$ cat config.mk
export PLATFORM = sky130hd
export DESIGN_NAME = irq_vector_seq
export DESIGN_NICKNAME = d
export VERILOG_FILES = /design/src/rtl/irq_pkg.sv /design/src/rtl/irq_nmi_latch.sv /design/src/rtl/irq_arbiter.sv /design/src/rtl/irq_entry_fsm.sv /design/src/rtl/irq_vector_seq.sv
export SDC_FILE = /design/constraint.sdc
export NUM_CORES = 1
export LEC_CHECK = 0
export CAP_MARGIN = 10
export CORE_ASPECT_RATIO = 0.5
export CORE_MARGIN = 10
export CORE_UTILIZATION = 30
export DETAILED_ROUTE_END_ITERATION = 10
export RECOVER_POWER = 100
export SETUP_SLACK_MARGIN = 0.02
export SLEW_MARGIN = 20
export SYNTH_ARGS = -nofsm -noshare
export SYNTH_HDL_FRONTEND = slang
export SYNTH_HIERARCHICAL = 1
export SYNTH_SLANG_ARGS = --single-unit
$ cat constraint.sdc
create_clock -name clk -period 4.5 [get_ports clk]
set_clock_uncertainty 0.2 [all_clocks]
set_input_delay 0.675 -clock clk [delete_from_list [all_inputs] [get_ports clk]]
set_output_delay 0.675 -clock clk [all_outputs]
set_load 0.01 [all_outputs]
$ cat src/rtl/irq_pkg.sv
package irq_pkg;
    localparam int WORD_W    = 16;
    localparam int PHYS_W    = 20;
    localparam int TYPE_W    = 8;
    localparam int SEG_SHIFT = PHYS_W - WORD_W;
    localparam int IE_BIT    = 9;
    localparam int OF_BIT    = 11;

    localparam logic [TYPE_W-1:0] NMI_TYPE = 8'd2;
    localparam logic [TYPE_W-1:0] BRK_TYPE = 8'd3;
    localparam logic [TYPE_W-1:0] OVF_TYPE = 8'd4;

    typedef enum logic [1:0] {
        BUS_IDLE = 2'd0,
        BUS_WR   = 2'd1,
        BUS_RD   = 2'd2,
        BUS_ACK  = 2'd3
    } bus_op_t;

    typedef enum logic [2:0] {
        SRC_NONE, SRC_SOFT, SRC_BRK, SRC_OVF, SRC_NMI, SRC_INTR
    } src_t;

    typedef enum logic [2:0] {
        ST_IDLE, ST_ACK, ST_PSH_F, ST_PSH_CS, ST_PSH_IP, ST_VEC_LO, ST_VEC_HI, ST_LOAD
    } seq_st_t;

    typedef struct packed {
        logic [WORD_W-1:0] flags;
        logic [WORD_W-1:0] cs;
        logic [WORD_W-1:0] ip;
        logic [WORD_W-1:0] ss;
        logic [WORD_W-1:0] sp;
        logic [TYPE_W-1:0] vtype;
    } ctx_t;

    function automatic logic [PHYS_W-1:0] phys(input logic [WORD_W-1:0] seg,
                                               input logic [WORD_W-1:0] off);
        return {seg, {SEG_SHIFT{1'b0}}} + {{SEG_SHIFT{1'b0}}, off};
    endfunction

    function automatic logic [WORD_W-1:0] vec_off(input logic [TYPE_W-1:0] t,
                                                  input logic hi);
        return {{(WORD_W-TYPE_W-2){1'b0}}, t, hi, 1'b0};
    endfunction
endpackage

$ cat src/rtl/irq_nmi_latch.sv
module irq_nmi_latch
    import irq_pkg::*;
#(
    parameter bit EDGE_MODE = 1'b1
) (
    input  logic clk,
    input  logic rst,
    input  logic pin,
    input  logic clear,
    output logic pending
);
    logic pin_q;
    logic hit;
    logic pend_q;

    always_ff @(posedge clk) begin
        if (rst) pin_q <= 1'b0;
        else     pin_q <= pin;
    end

    generate
        if (EDGE_MODE) begin : g_edge
            assign hit = pin & ~pin_q;
        end else begin : g_level
            assign hit = pin;
        end
    endgenerate

    always_ff @(posedge clk) begin
        if (rst) pend_q <= 1'b0;
        else     pend_q <= (pend_q & ~clear) | hit;
    end

    assign pending = pend_q;

    // a latched request survives until the sequencer consumes it
    assert_nmi_held_R5: assert property (@(posedge clk) disable iff (rst)
        (pending && !clear) |=> pending);
endmodule

$ cat src/rtl/irq_arbiter.sv
module irq_arbiter
    import irq_pkg::*;
(
    input  logic              boundary,
    input  logic              idle,
    input  logic              soft_req,
    input  logic [TYPE_W-1:0] soft_type,
    input  logic              brk_req,
    input  logic              ovf_req,
    input  logic              of_flag,
    input  logic              nmi_pend,
    input  logic              intr,
    input  logic              ie,
    output logic              take,
    output src_t              src,
    output logic [TYPE_W-1:0] vtype
);
    always_comb begin
        src   = SRC_NONE;
        vtype = '0;
        if (boundary && idle) begin
            if (soft_req) begin
                src   = SRC_SOFT;
                vtype = soft_type;
            end else if (brk_req) begin
                src   = SRC_BRK;
                vtype = BRK_TYPE;
            end else if (ovf_req && of_flag) begin
                src   = SRC_OVF;
                vtype = OVF_TYPE;
            end else if (nmi_pend) begin
                src   = SRC_NMI;
                vtype = NMI_TYPE;
            end else if (intr && ie) begin
                src   = SRC_INTR;
            end
        end
    end

    assign take = (src != SRC_NONE);
endmodule

$ cat src/rtl/irq_entry_fsm.sv
module irq_entry_fsm
    import irq_pkg::*;
(
    input  logic              clk,
    input  logic              rst,
    input  logic              take,
    input  src_t              src,
    input  ctx_t              ctx_in,
    input  logic              ie,
    input  logic              mem_rdy,
    input  logic [WORD_W-1:0] mem_rdata,
    output bus_op_t           bus_op,
    output logic [PHYS_W-1:0] mem_addr,
    output logic [WORD_W-1:0] mem_wdata,
    output logic              busy,
    output logic              flags_done,
    output logic              load_vld,
    output logic [WORD_W-1:0] new_ip,
    output logic [WORD_W-1:0] new_cs,
    output logic [WORD_W-1:0] new_sp
);
    seq_st_t           st;
    ctx_t              ctx_q;
    src_t              src_q;
    logic [WORD_W-1:0] ip_lo_q;
    logic [WORD_W-1:0] cs_hi_q;
    logic [WORD_W-1:0] flag_word;

    always_ff @(posedge clk) begin
        if (rst) begin
            st      <= ST_IDLE;
            ctx_q   <= '0;
            src_q   <= SRC_NONE;
            ip_lo_q <= '0;
            cs_hi_q <= '0;
        end else begin
            case (st)
                ST_IDLE: if (take) begin
                    ctx_q <= ctx_in;
                    src_q <= src;
                    st    <= (src == SRC_INTR) ? ST_ACK : ST_PSH_F;
                end
                ST_ACK: if (mem_rdy) begin
                    ctx_q.vtype <= mem_rdata[TYPE_W-1:0];
                    st          <= ST_PSH_F;
                end
                ST_PSH_F:  if (mem_rdy) st <= ST_PSH_CS;
                ST_PSH_CS: if (mem_rdy) st <= ST_PSH_IP;
                ST_PSH_IP: if (mem_rdy) st <= ST_VEC_LO;
                ST_VEC_LO: if (mem_rdy) begin
                    ip_lo_q <= mem_rdata;
                    st      <= ST_VEC_HI;
                end
                ST_VEC_HI: if (mem_rdy) begin
                    cs_hi_q <= mem_rdata;
                    st      <= ST_LOAD;
                end
                default: st <= ST_IDLE;
            endcase
        end
    end

    always_comb begin
        flag_word         = ctx_q.flags;
        flag_word[IE_BIT] = ie;
    end

    always_comb begin
        bus_op    = BUS_IDLE;
        mem_addr  = '0;
        mem_wdata = '0;
        case (st)
            ST_ACK: bus_op = BUS_ACK;
            ST_PSH_F: begin
                bus_op    = BUS_WR;
                mem_addr  = phys(ctx_q.ss, ctx_q.sp - 16'd2);
                mem_wdata = flag_word;
            end
            ST_PSH_CS: begin
                bus_op    = BUS_WR;
                mem_addr  = phys(ctx_q.ss, ctx_q.sp - 16'd4);
                mem_wdata = ctx_q.cs;
            end
            ST_PSH_IP: begin
                bus_op    = BUS_WR;
                mem_addr  = phys(ctx_q.ss, ctx_q.sp - 16'd6);
                mem_wdata = ctx_q.ip;
            end
            ST_VEC_LO: begin
                bus_op   = BUS_RD;
                mem_addr = phys('0, vec_off(ctx_q.vtype, 1'b0));
            end
            ST_VEC_HI: begin
                bus_op   = BUS_RD;
                mem_addr = phys('0, vec_off(ctx_q.vtype, 1'b1));
            end
            default: ;
        endcase
    end

    assign busy       = (st != ST_IDLE);
    assign flags_done = (st == ST_PSH_F) && mem_rdy;
    assign load_vld   = (st == ST_LOAD);
    assign new_ip     = ip_lo_q;
    assign new_cs     = cs_hi_q;
    assign new_sp     = ctx_q.sp - 16'd6;

    // a pending transfer is held unchanged until the port completes it
    assert_op_hold_R11: assert property (@(posedge clk) disable iff (rst)
        (bus_op != BUS_IDLE && !mem_rdy) |=>
        (bus_op == $past(bus_op) && mem_addr == $past(mem_addr) && mem_wdata == $past(mem_wdata)));

    // acknowledge cycles belong only to maskable entries
    assert_ack_only_intr_R4: assert property (@(posedge clk) disable iff (rst)
        (bus_op == BUS_ACK) |-> (src_q == SRC_INTR));

    // the load pulse lasts one cycle and ends the sequence
    assert_load_ends_R10: assert property (@(posedge clk) disable iff (rst)
        load_vld |=> (!busy && !load_vld && bus_op == BUS_IDLE));
endmodule

$ cat src/rtl/irq_vector_seq.sv
module irq_vector_seq
    import irq_pkg::*;
(
    input  logic        clk,
    input  logic        rst,
    input  logic        boundary,
    input  logic        soft_req,
    input  logic [7:0]  soft_type,
    input  logic        brk_req,
    input  logic        ovf_req,
    input  logic        nmi_in,
    input  logic        intr_in,
    input  logic        ie_set,
    input  logic        ie_clr,
    input  logic [15:0] flags_in,
    input  logic [15:0] cs_in,
    input  logic [15:0] ip_in,
    input  logic [15:0] ss_in,
    input  logic [15:0] sp_in,
    output logic [1:0]  bus_op,
    output logic [19:0] mem_addr,
    output logic [15:0] mem_wdata,
    input  logic [15:0] mem_rdata,
    input  logic        mem_rdy,
    output logic        busy,
    output logic        ie_flag,
    output logic        trap_clr,
    output logic        load_vld,
    output logic [15:0] new_ip,
    output logic [15:0] new_cs,
    output logic [15:0] new_sp
);
    logic              ie_q;
    logic              nmi_pend;
    logic              take;
    src_t              src;
    logic [TYPE_W-1:0] vtype;
    logic              flags_done;
    bus_op_t           op;
    ctx_t              ctx_in;

    always_ff @(posedge clk) begin
        if (rst)                       ie_q <= 1'b0;
        else if (flags_done || ie_clr) ie_q <= 1'b0;
        else if (ie_set)               ie_q <= 1'b1;
    end

    irq_nmi_latch #(.EDGE_MODE(1'b1)) u_nmi (
        .clk     (clk),
        .rst     (rst),
        .pin     (nmi_in),
        .clear   (take && src == SRC_NMI),
        .pending (nmi_pend)
    );

    irq_arbiter u_arb (
        .boundary  (boundary),
        .idle      (!busy),
        .soft_req  (soft_req),
        .soft_type (soft_type),
        .brk_req   (brk_req),
        .ovf_req   (ovf_req),
        .of_flag   (flags_in[OF_BIT]),
        .nmi_pend  (nmi_pend),
        .intr      (intr_in),
        .ie        (ie_q),
        .take      (take),
        .src       (src),
        .vtype     (vtype)
    );

    assign ctx_in = '{flags: flags_in, cs: cs_in, ip: ip_in, ss: ss_in, sp: sp_in, vtype: vtype};

    irq_entry_fsm u_fsm (
        .clk        (clk),
        .rst        (rst),
        .take       (take),
        .src        (src),
        .ctx_in     (ctx_in),
        .ie         (ie_q),
        .mem_rdy    (mem_rdy),
        .mem_rdata  (mem_rdata),
        .bus_op     (op),
        .mem_addr   (mem_addr),
        .mem_wdata  (mem_wdata),
        .busy       (busy),
        .flags_done (flags_done),
        .load_vld   (load_vld),
        .new_ip     (new_ip),
        .new_cs     (new_cs),
        .new_sp     (new_sp)
    );

    assign bus_op   = op;
    assign ie_flag  = ie_q;
    assign trap_clr = flags_done;

    // once the flags word is on the stack, maskable requests are shut out
    assert_ie_cleared_R9: assert property (@(posedge clk) disable iff (rst)
        flags_done |=> !ie_flag);

    // a maskable entry never begins while the enable flag is clear
    assert_ack_needs_ie_R3: assert property (@(posedge clk) disable iff (rst)
        (!busy && !ie_flag && !soft_req && !brk_req && !ovf_req && !nmi_pend) |=> (op != BUS_ACK));
endmodule

==> results of run 1 <==
## routing by layer
metal  up-vias  GRT usage, %  wire, µm
met3        27          3.02       955
met1      3581          19.1     11100
met4         0          4.99       425
met5         -             0         0
li1       3710             -         -
met2       153          29.8     13600
## how the worst min path moves through the flow
stage / start / to / slack (ns) / cells past startpoint
after floorplan: u_fsm/ctx_q[72] / u_fsm/ctx_q[72] / 0.24 / 2
after global placement: u_fsm/new_ip[8] / u_fsm/new_ip[8] / 0.24 / 2
after detailed placement: u_fsm/new_ip[8] / u_fsm/new_ip[8] / 0.25 / 2
after CTS: u_fsm/new_ip[8] / u_fsm/new_ip[8] / 0.25 / 2
after global routing: u_fsm/new_ip[4] / u_fsm/new_ip[4] / 0.27 / 2
final: u_fsm/new_ip[4] / u_fsm/new_ip[4] / 0.25 / 2
## area by class of cell
cell class / instances / area share (%)
multi-input cells: 738 / 43.1
repair buffers: 276 / 23.7
flip-flops and latches: 125 / 23.5
clock buffers: 22 / 4.35
well taps: 307 / 3.60
clock inverters: 10 / 1.29
inverters: 12 / 0.422
diodes: 1 / 0.0234
## power by group
group,internal [mW],total (mW),switching (mW),leakage [nW]
clock,0.900,1.44,0.536,0.290
combinational,2.01,4.20,2.19,2.74
sequential,1.31,1.49,0.182,1.02
## repair_timing
item | in CTS | in global routing
endpoints found under the setup margin | 15 | 15
resized for setup | 61 | 82
endpoints found under the hold margin | 0 | 0
buffers inserted | 1 | 12
pin swaps | 11 | 39
cloned | 0 | 0
## cell families after synthesis
logic type | Yosys count | share of synthesized area [%]
AO/OA/AOI/OAI | 252 | 21.5
XOR/XNOR | 19 | 2.47
adder cells (fa/ha/maj) | 19 | 3.48
buffers and inverters | 84 | 5.68
flip-flops | 125 | 35.5
multiplexers | 32 | 4.56
AND/OR/NAND/NOR | 416 | 26.7
## metrics by stage
stage	instances	setup WS, ns
after CTS	1478	-0.0492
after detailed placement	1445	-0.0746
after floorplan	947	0.166
final	1491	0.0591
after global routing	1491	-0.0748
after global placement	1445	-0.0288
## flip-flops by register name, indices dropped and copies added (netlist names)
name,flops
u_nmi/pin_q,1
u_fsm/ctx_q,87
ie_flag,1
u_fsm/st,3
u_nmi/pending,1
u_fsm/new_ip,16
u_fsm/new_cs,16
## cells in the mapped netlist (3+ instances only)
cell type | n | share of area (%)
a21o_1 | 5 | 0.53
a221o_1 | 4 | 0.57
nor4_2 | 3 | 0.53
o21ai_0 | 35 | 2.5
ha_1 | 18 | 3.2
nor2b_1 | 8 | 0.71
o31ai_1 | 4 | 0.43
and2_1 | 5 | 0.44
buf_4 | 7 | 0.75
a21oi_1 | 139 | 9.9
a31oi_1 | 5 | 0.44
clkbuf_1 | 33 | 1.8
o21ai_1 | 4 | 0.28
mux2i_1 | 31 | 4.4
o211ai_1 | 3 | 0.32
xnor2_1 | 11 | 1.4
o221ai_1 | 3 | 0.37
a311oi_1 | 3 | 0.37
inv_1 | 12 | 0.64
o21a_1 | 8 | 0.85
nor4_1 | 3 | 0.27
buf_2 | 28 | 2.0
nand2_1 | 277 | 15
and3_1 | 8 | 0.71
or3_1 | 4 | 0.36
nand4_1 | 5 | 0.44
a211oi_1 | 12 | 1.3
buf_6 | 3 | 0.48
xor2_1 | 7 | 0.87
nor3b_1 | 5 | 0.53
nor3_1 | 16 | 1.1
nand3_1 | 17 | 1.2
nor2_1 | 35 | 1.9
nand2b_1 | 8 | 0.71
dfxtp_1 | 125 | 36
## critical path, delay by kind of cell, from the launching register on
family / cells / cell delay (ns)
and+or+nand+nor: 2 / 0.31
buffers and inverters: 4 / 0.47
adders and majority gates: 2 / 0.44
muxes: 1 / 0.20
DFF: 1 / 0.37
AOI/OAI and AO/OA: 6 / 1.34
==> flow_metrics.env, run 1 <==
export IMPL_status="complete, but fails checks"
export IMPL_violations="max-capacitance violations, max-slew violations"
export IMPL_yosysUniqueCellTypes=77
export IMPL_ys_async_sr_fraction_pct=0
export IMPL_fp_dieH_um=128
export IMPL_dr_pass1_iters=7
export IMPL_arrival_ns=3.57
export IMPL_synth_enable_flop_cells=0
export IMPL_clock_sinks=125
export IMPL_cap_viol_max_count=1
export IMPL_synth_seq_cells=125
export IMPL_drt_iter0_markers=485
export IMPL_ys_warn_count=6
export IMPL_clk_pin_slew_ns=0.06
export IMPL_ios=205
export IMPL_r2r_start="u_fsm/st[0]"
export IMPL_die_area_mm2=0.0304
export IMPL_dp_hpwl_mm=19.0
export IMPL_wl_per_cell_um=17.5
export IMPL_startpoint_type="flop"
export IMPL_numPortBuffers=203
export IMPL_finalCritPeriodShare_pct=98.7
export IMPL_vdd_drop_max_mv=0.326
export IMPL_tightest_slew_ns=1.93
export IMPL_stdcell_area_mm2=0.0107
export IMPL_synth_area_per_cell_um2=7.44
export IMPL_crit_type="reg2out"
export IMPL_hold_violations=0
export IMPL_cp_slowest_stage_delay_ns=0.39
export IMPL_cp_endpoint="mem_addr[18]"
export IMPL_core_area_mm2=0.0229
export IMPL_synth_nets=1081
export IMPL_cts_max_level=4
export IMPL_antenna_found_initial=1
export IMPL_power_mw=7.13
export IMPL_grt_first_pass_wirelength_mm=39.7
export IMPL_ys_seq_area_share_pct=35.5
export IMPL_clk_latency_ns=0.42
export IMPL_place_gp_congestion=0.877
export IMPL_path_max_fanout=5
export IMPL_cts_buffer_depth=2
export IMPL_layout_drive_gt1_share_pct=17.4
export IMPL_place_area_mm2=0.00958
export IMPL_hp_class="reg2reg"
export IMPL_fp_row_count=39
export IMPL_fmax_mhz=225
export IMPL_totalWireLength_mm=26.0
export IMPL_p_leak_nw=4.05
export IMPL_regToRegEndpoint="u_fsm/ctx_q[2]"
export IMPL_die_w_um=237
export IMPL_cts_made_buffers=17
export IMPL_seq_area_mm2=0.00251
export IMPL_setup_violations=0
export IMPL_grt_max_degree=92
export IMPL_ctsHoldBuffers=0
export IMPL_first_global_vias=7187
export IMPL_rrSetupSlack_ns=0.63
export IMPL_cts_root_buffer="clkbuf_16"
export IMPL_initial_core_util_pct=30.7
export IMPL_cp_slowest_cell="o311a_4"
export IMPL_viasPerCell=5.01
export IMPL_crit_start="u_fsm/ctx_q[10]"
export IMPL_setup_tns_ns=0
export IMPL_max_slew_margin_pct=-28.7
export IMPL_rr_worst_depth=10
export IMPL_finalCoreUtilization_pct=46.5
export IMPL_vias=7471
export IMPL_track_usage_pct=16.3
export IMPL_min_period_ns=4.44
export IMPL_hold_ws_ns=0.250
export IMPL_worstPathCellList="inv_2 > buf_4 > ha_2 > nand2_1 > buf_4 > nor3_2 > a21boi_2 > o311a_4 > ha_1 > o21a_1 > o211ai_1 > a211oi_4 > o211ai_1 > mux2i_1 > buf_2"
export IMPL_syn_area_mm2=0.00704
export IMPL_synthFlopType="dfxtp_1"
export IMPL_cp_required_ns=3.62
export IMPL_synth_cells=947
export IMPL_globalRouteOverflowTotal=0
export IMPL_multiInputGateArea_mm2=0.00460
export IMPL_final_max_slew_viol_count=92
export IMPL_post_route_drc_count=0
export IMPL_endpoint_kind="output port"
export IMPL_antenna_left=0
export IMPL_area_growth_pct=51.5
export IMPL_rsz0062_at_grt="yes"
export IMPL_nNetsFinal=1304
export IMPL_fill_cells=2252
export IMPL_cts_tree="done"
export IMPL_final_common_cell="nand2_1"
export IMPL_final_cell_mix="nand2_1, a21oi_1, clkdlybuf4s50_1"
export IMPL_powerDensity_mw_per_mm2=668
Note: power is estimated with default switching activity, not from simulation.
==> run 2: changes to the inputs <==
--- a/config.mk
+++ b/config.mk
@@ -9,6 +9,7 @@
 export CORE_ASPECT_RATIO = 0.5
 export CORE_MARGIN = 10
 export CORE_UTILIZATION = 30
+export CTS_CLUSTER_DIAMETER = 120
 export DETAILED_ROUTE_END_ITERATION = 10
 export RECOVER_POWER = 100
 export SETUP_SLACK_MARGIN = 0.02
==> constraint.sdc (replaced) <==
create_clock -name clk -period 4.2 [get_ports clk]
set_clock_uncertainty 0.2 [all_clocks]
set_input_delay 0.63 -clock clk [delete_from_list [all_inputs] [get_ports clk]]
set_output_delay 0.63 -clock clk [all_outputs]
set_load 0.01 [all_outputs]
==> flow_metrics.env, run 2 (synthesis results as in run 1) <==
export IMPL_arrival_ns=3.46
export IMPL_tightest_slew_ns=1.39
export IMPL_viasPerCell=4.93
export IMPL_core_area_mm2=0.0229
export IMPL_clk_latency_ns=0.42
export IMPL_hp_class="reg2reg"
export IMPL_regMostFlops="u_fsm/ctx_q"
export IMPL_rr_worst_depth=10
export IMPL_final_max_slew_viol_count=0
export IMPL_die_area_mm2=0.0304
export IMPL_cts_root_buffer="clkbuf_16"
export IMPL_antenna_cells=0
export IMPL_path_max_fanout=6
export IMPL_path_buf_inv=3
export IMPL_grt_first_pass_wirelength_mm=40.3
export IMPL_antenna_left=0
export IMPL_dr_pass1_iters=5
export IMPL_cts_made_buffers=17
export IMPL_wl_per_cell_um=17.1
export IMPL_setup_violations=5
export IMPL_cp_slowest_stage_delay_ns=0.35
export IMPL_multiInputGateArea_mm2=0.00470
export IMPL_crit_type="reg2out"
export IMPL_totalWireLength_mm=26.3
export IMPL_startpoint_type="flop"
export IMPL_drt_iter0_markers=469
export IMPL_ios=205
export IMPL_crit_family="simple AND/OR/NAND/NOR gates"
export IMPL_cp_slowest_cell="dfxtp_1"
export IMPL_powerDensity_mw_per_mm2=738
export IMPL_cap_viol_max_count=0
export IMPL_place_worst_setup_slack_ns=-0.271
export IMPL_power_mw=8.28
export IMPL_worstPathCellList="buf_4 > nor2_2 > buf_4 > nand4_1 > xnor2_2 > o32a_1 > ha_4 > and3_4 > and4_4 > o311ai_4 > a31oi_1 > mux2i_1 > buf_2"
export IMPL_max_slew_margin_pct=6.95
export IMPL_min_period_ns=4.29
export IMPL_track_usage_pct=16.4
export IMPL_first_global_vias=7351
export IMPL_cts_buffer_depth=2
export IMPL_layout_drive_gt1_share_pct=22.8
export IMPL_hold_violations=0
export IMPL_globalRouteOverflowTotal=0
export IMPL_cts_tree="done"
export IMPL_antenna_found_initial=0
export IMPL_numPortBuffers=203
export IMPL_fp_row_count=39
export IMPL_violations="negative setup slack"
export IMPL_initial_core_util_pct=30.7
export IMPL_cp_required_ns=3.37
export IMPL_fin_cells=1541
export IMPL_finalCritPeriodShare_pct=102
export IMPL_post_route_drc_count=0
export IMPL_p_leak_nw=4.31
export IMPL_fill_cells=2167
export IMPL_vias=7597
export IMPL_cts_max_level=4
export IMPL_final_cell_mix="nand2_1, clkdlybuf4s50_1, a21oi_1"
export IMPL_endpoint_kind="output port"
export IMPL_crit_top_cell="buf_4"
export IMPL_dp_hpwl_mm=19.7
export IMPL_vdd_drop_max_mv=0.374
export IMPL_ctsHoldBuffers=0
export IMPL_grt_max_degree=59
export IMPL_die_w_um=237
export IMPL_status="complete, but fails checks"
export IMPL_cp_num_cells=13
export IMPL_clk_pin_slew_ns=0.06
export IMPL_largest_register_ffs=87
export IMPL_nNetsFinal=1356
export IMPL_area_growth_pct=59.1
export IMPL_rsz0062_at_grt="yes"
export IMPL_holdPathStages=2
export IMPL_seq_area_mm2=0.00251
export IMPL_fp_dieH_um=128
export IMPL_place_gp_congestion=0.849
export IMPL_final_common_cell="nand2_1"
export IMPL_clock_sinks=125
export IMPL_setup_ws_ns=-0.0918
export IMPL_dp_cells=1485
export IMPL_fmax_mhz=233
## run 2: cell count changes in the layout (fill, tap and decap cells not counted), moves of 4 or more
cell	delta
nand2_1	-4
dfxtp_2	+4
clkdlybuf4s50_1	+17
buf_6	+9
buf_4	+44
nand2_2	+4
buf_2	+5
dfxtp_1	-4
dlygate4sd3_1	-17
## run 2: worst paths after layout
kind / end / slack (ns) / start
hold reg to reg: u_fsm/new_cs[9] / 0.25 / u_fsm/new_cs[9]
setup reg to reg: u_fsm/ctx_q[15] / 0.30 / u_fsm/st[1]
setup / recovery: mem_addr[19] / -0.09 / u_fsm/ctx_q[13]
hold / removal: u_fsm/new_cs[9] / 0.25 / u_fsm/new_cs[9]
## run 2: layout make-up
| cell class | instances | share of cell area, % |
|---|---|---|
| Timing Repair Buffer | 328 | 26.2 |
| Clock inverter | 12 | 1.65 |
| Inverter | 12 | 0.402 |
| Tap cell | 307 | 3.43 |
| Multi-Input combinational cell | 738 | 41.9 |
| Sequential cell | 125 | 22.4 |
| Clock buffer | 19 | 4.04 |
## run 2: power breakdown
group / internal (mW) / switching [mW]
combinational: 2.57 / 2.51
sequential: 1.40 / 0.182
clock: 1.03 / 0.580
## run 2: worst register-to-register path: stages, from the launching register on
cell and delay (ns):
dfxtp_1 0.34, clkbuf_1 0.43, nor3_1 0.39, inv_1 0.09, inv_1 0.07, nand2_1 0.14, a31oi_1 0.38, and2_0 1.12
buf_4 0.41, nand2_1 0.09, a21oi_1 0.15
## run 2: metal layers
layer / wire [µm] / GRT usage, % / vias up
met5: 0 / 0 / -
met4: 346 / 5.36 / 0
met3: 830 / 3.14 / 19
met2: 13900 / 30.0 / 131
met1: 11200 / 19.1 / 3632
li1: - / - / 3815
## run 2: metrics by stage
step           setup TNS [ns]  hold slack (ns)  util [%]  cell area, µm²
6_report               -0.269            0.250      48.9           11200
5_1_grt                 -2.80            0.273      48.9           11200
4_1_cts                 -1.15            0.255      47.1           10800
3_5_place_dp            -2.33            0.246      43.1            9880
3_3_place_gp            -1.52            0.242      43.1            9880
2_1_floorplan               0            0.236         -            7050
## run 2: timing repair
item | 4_1_cts | 5_1_grt
pin swaps | 26 | 40
setup buffers | 10 | 15
gates cloned | 0 | 0
setup endpoints to repair | 15 | 15
hold endpoints to repair | 0 | 0
gates resized for setup | 112 | 79
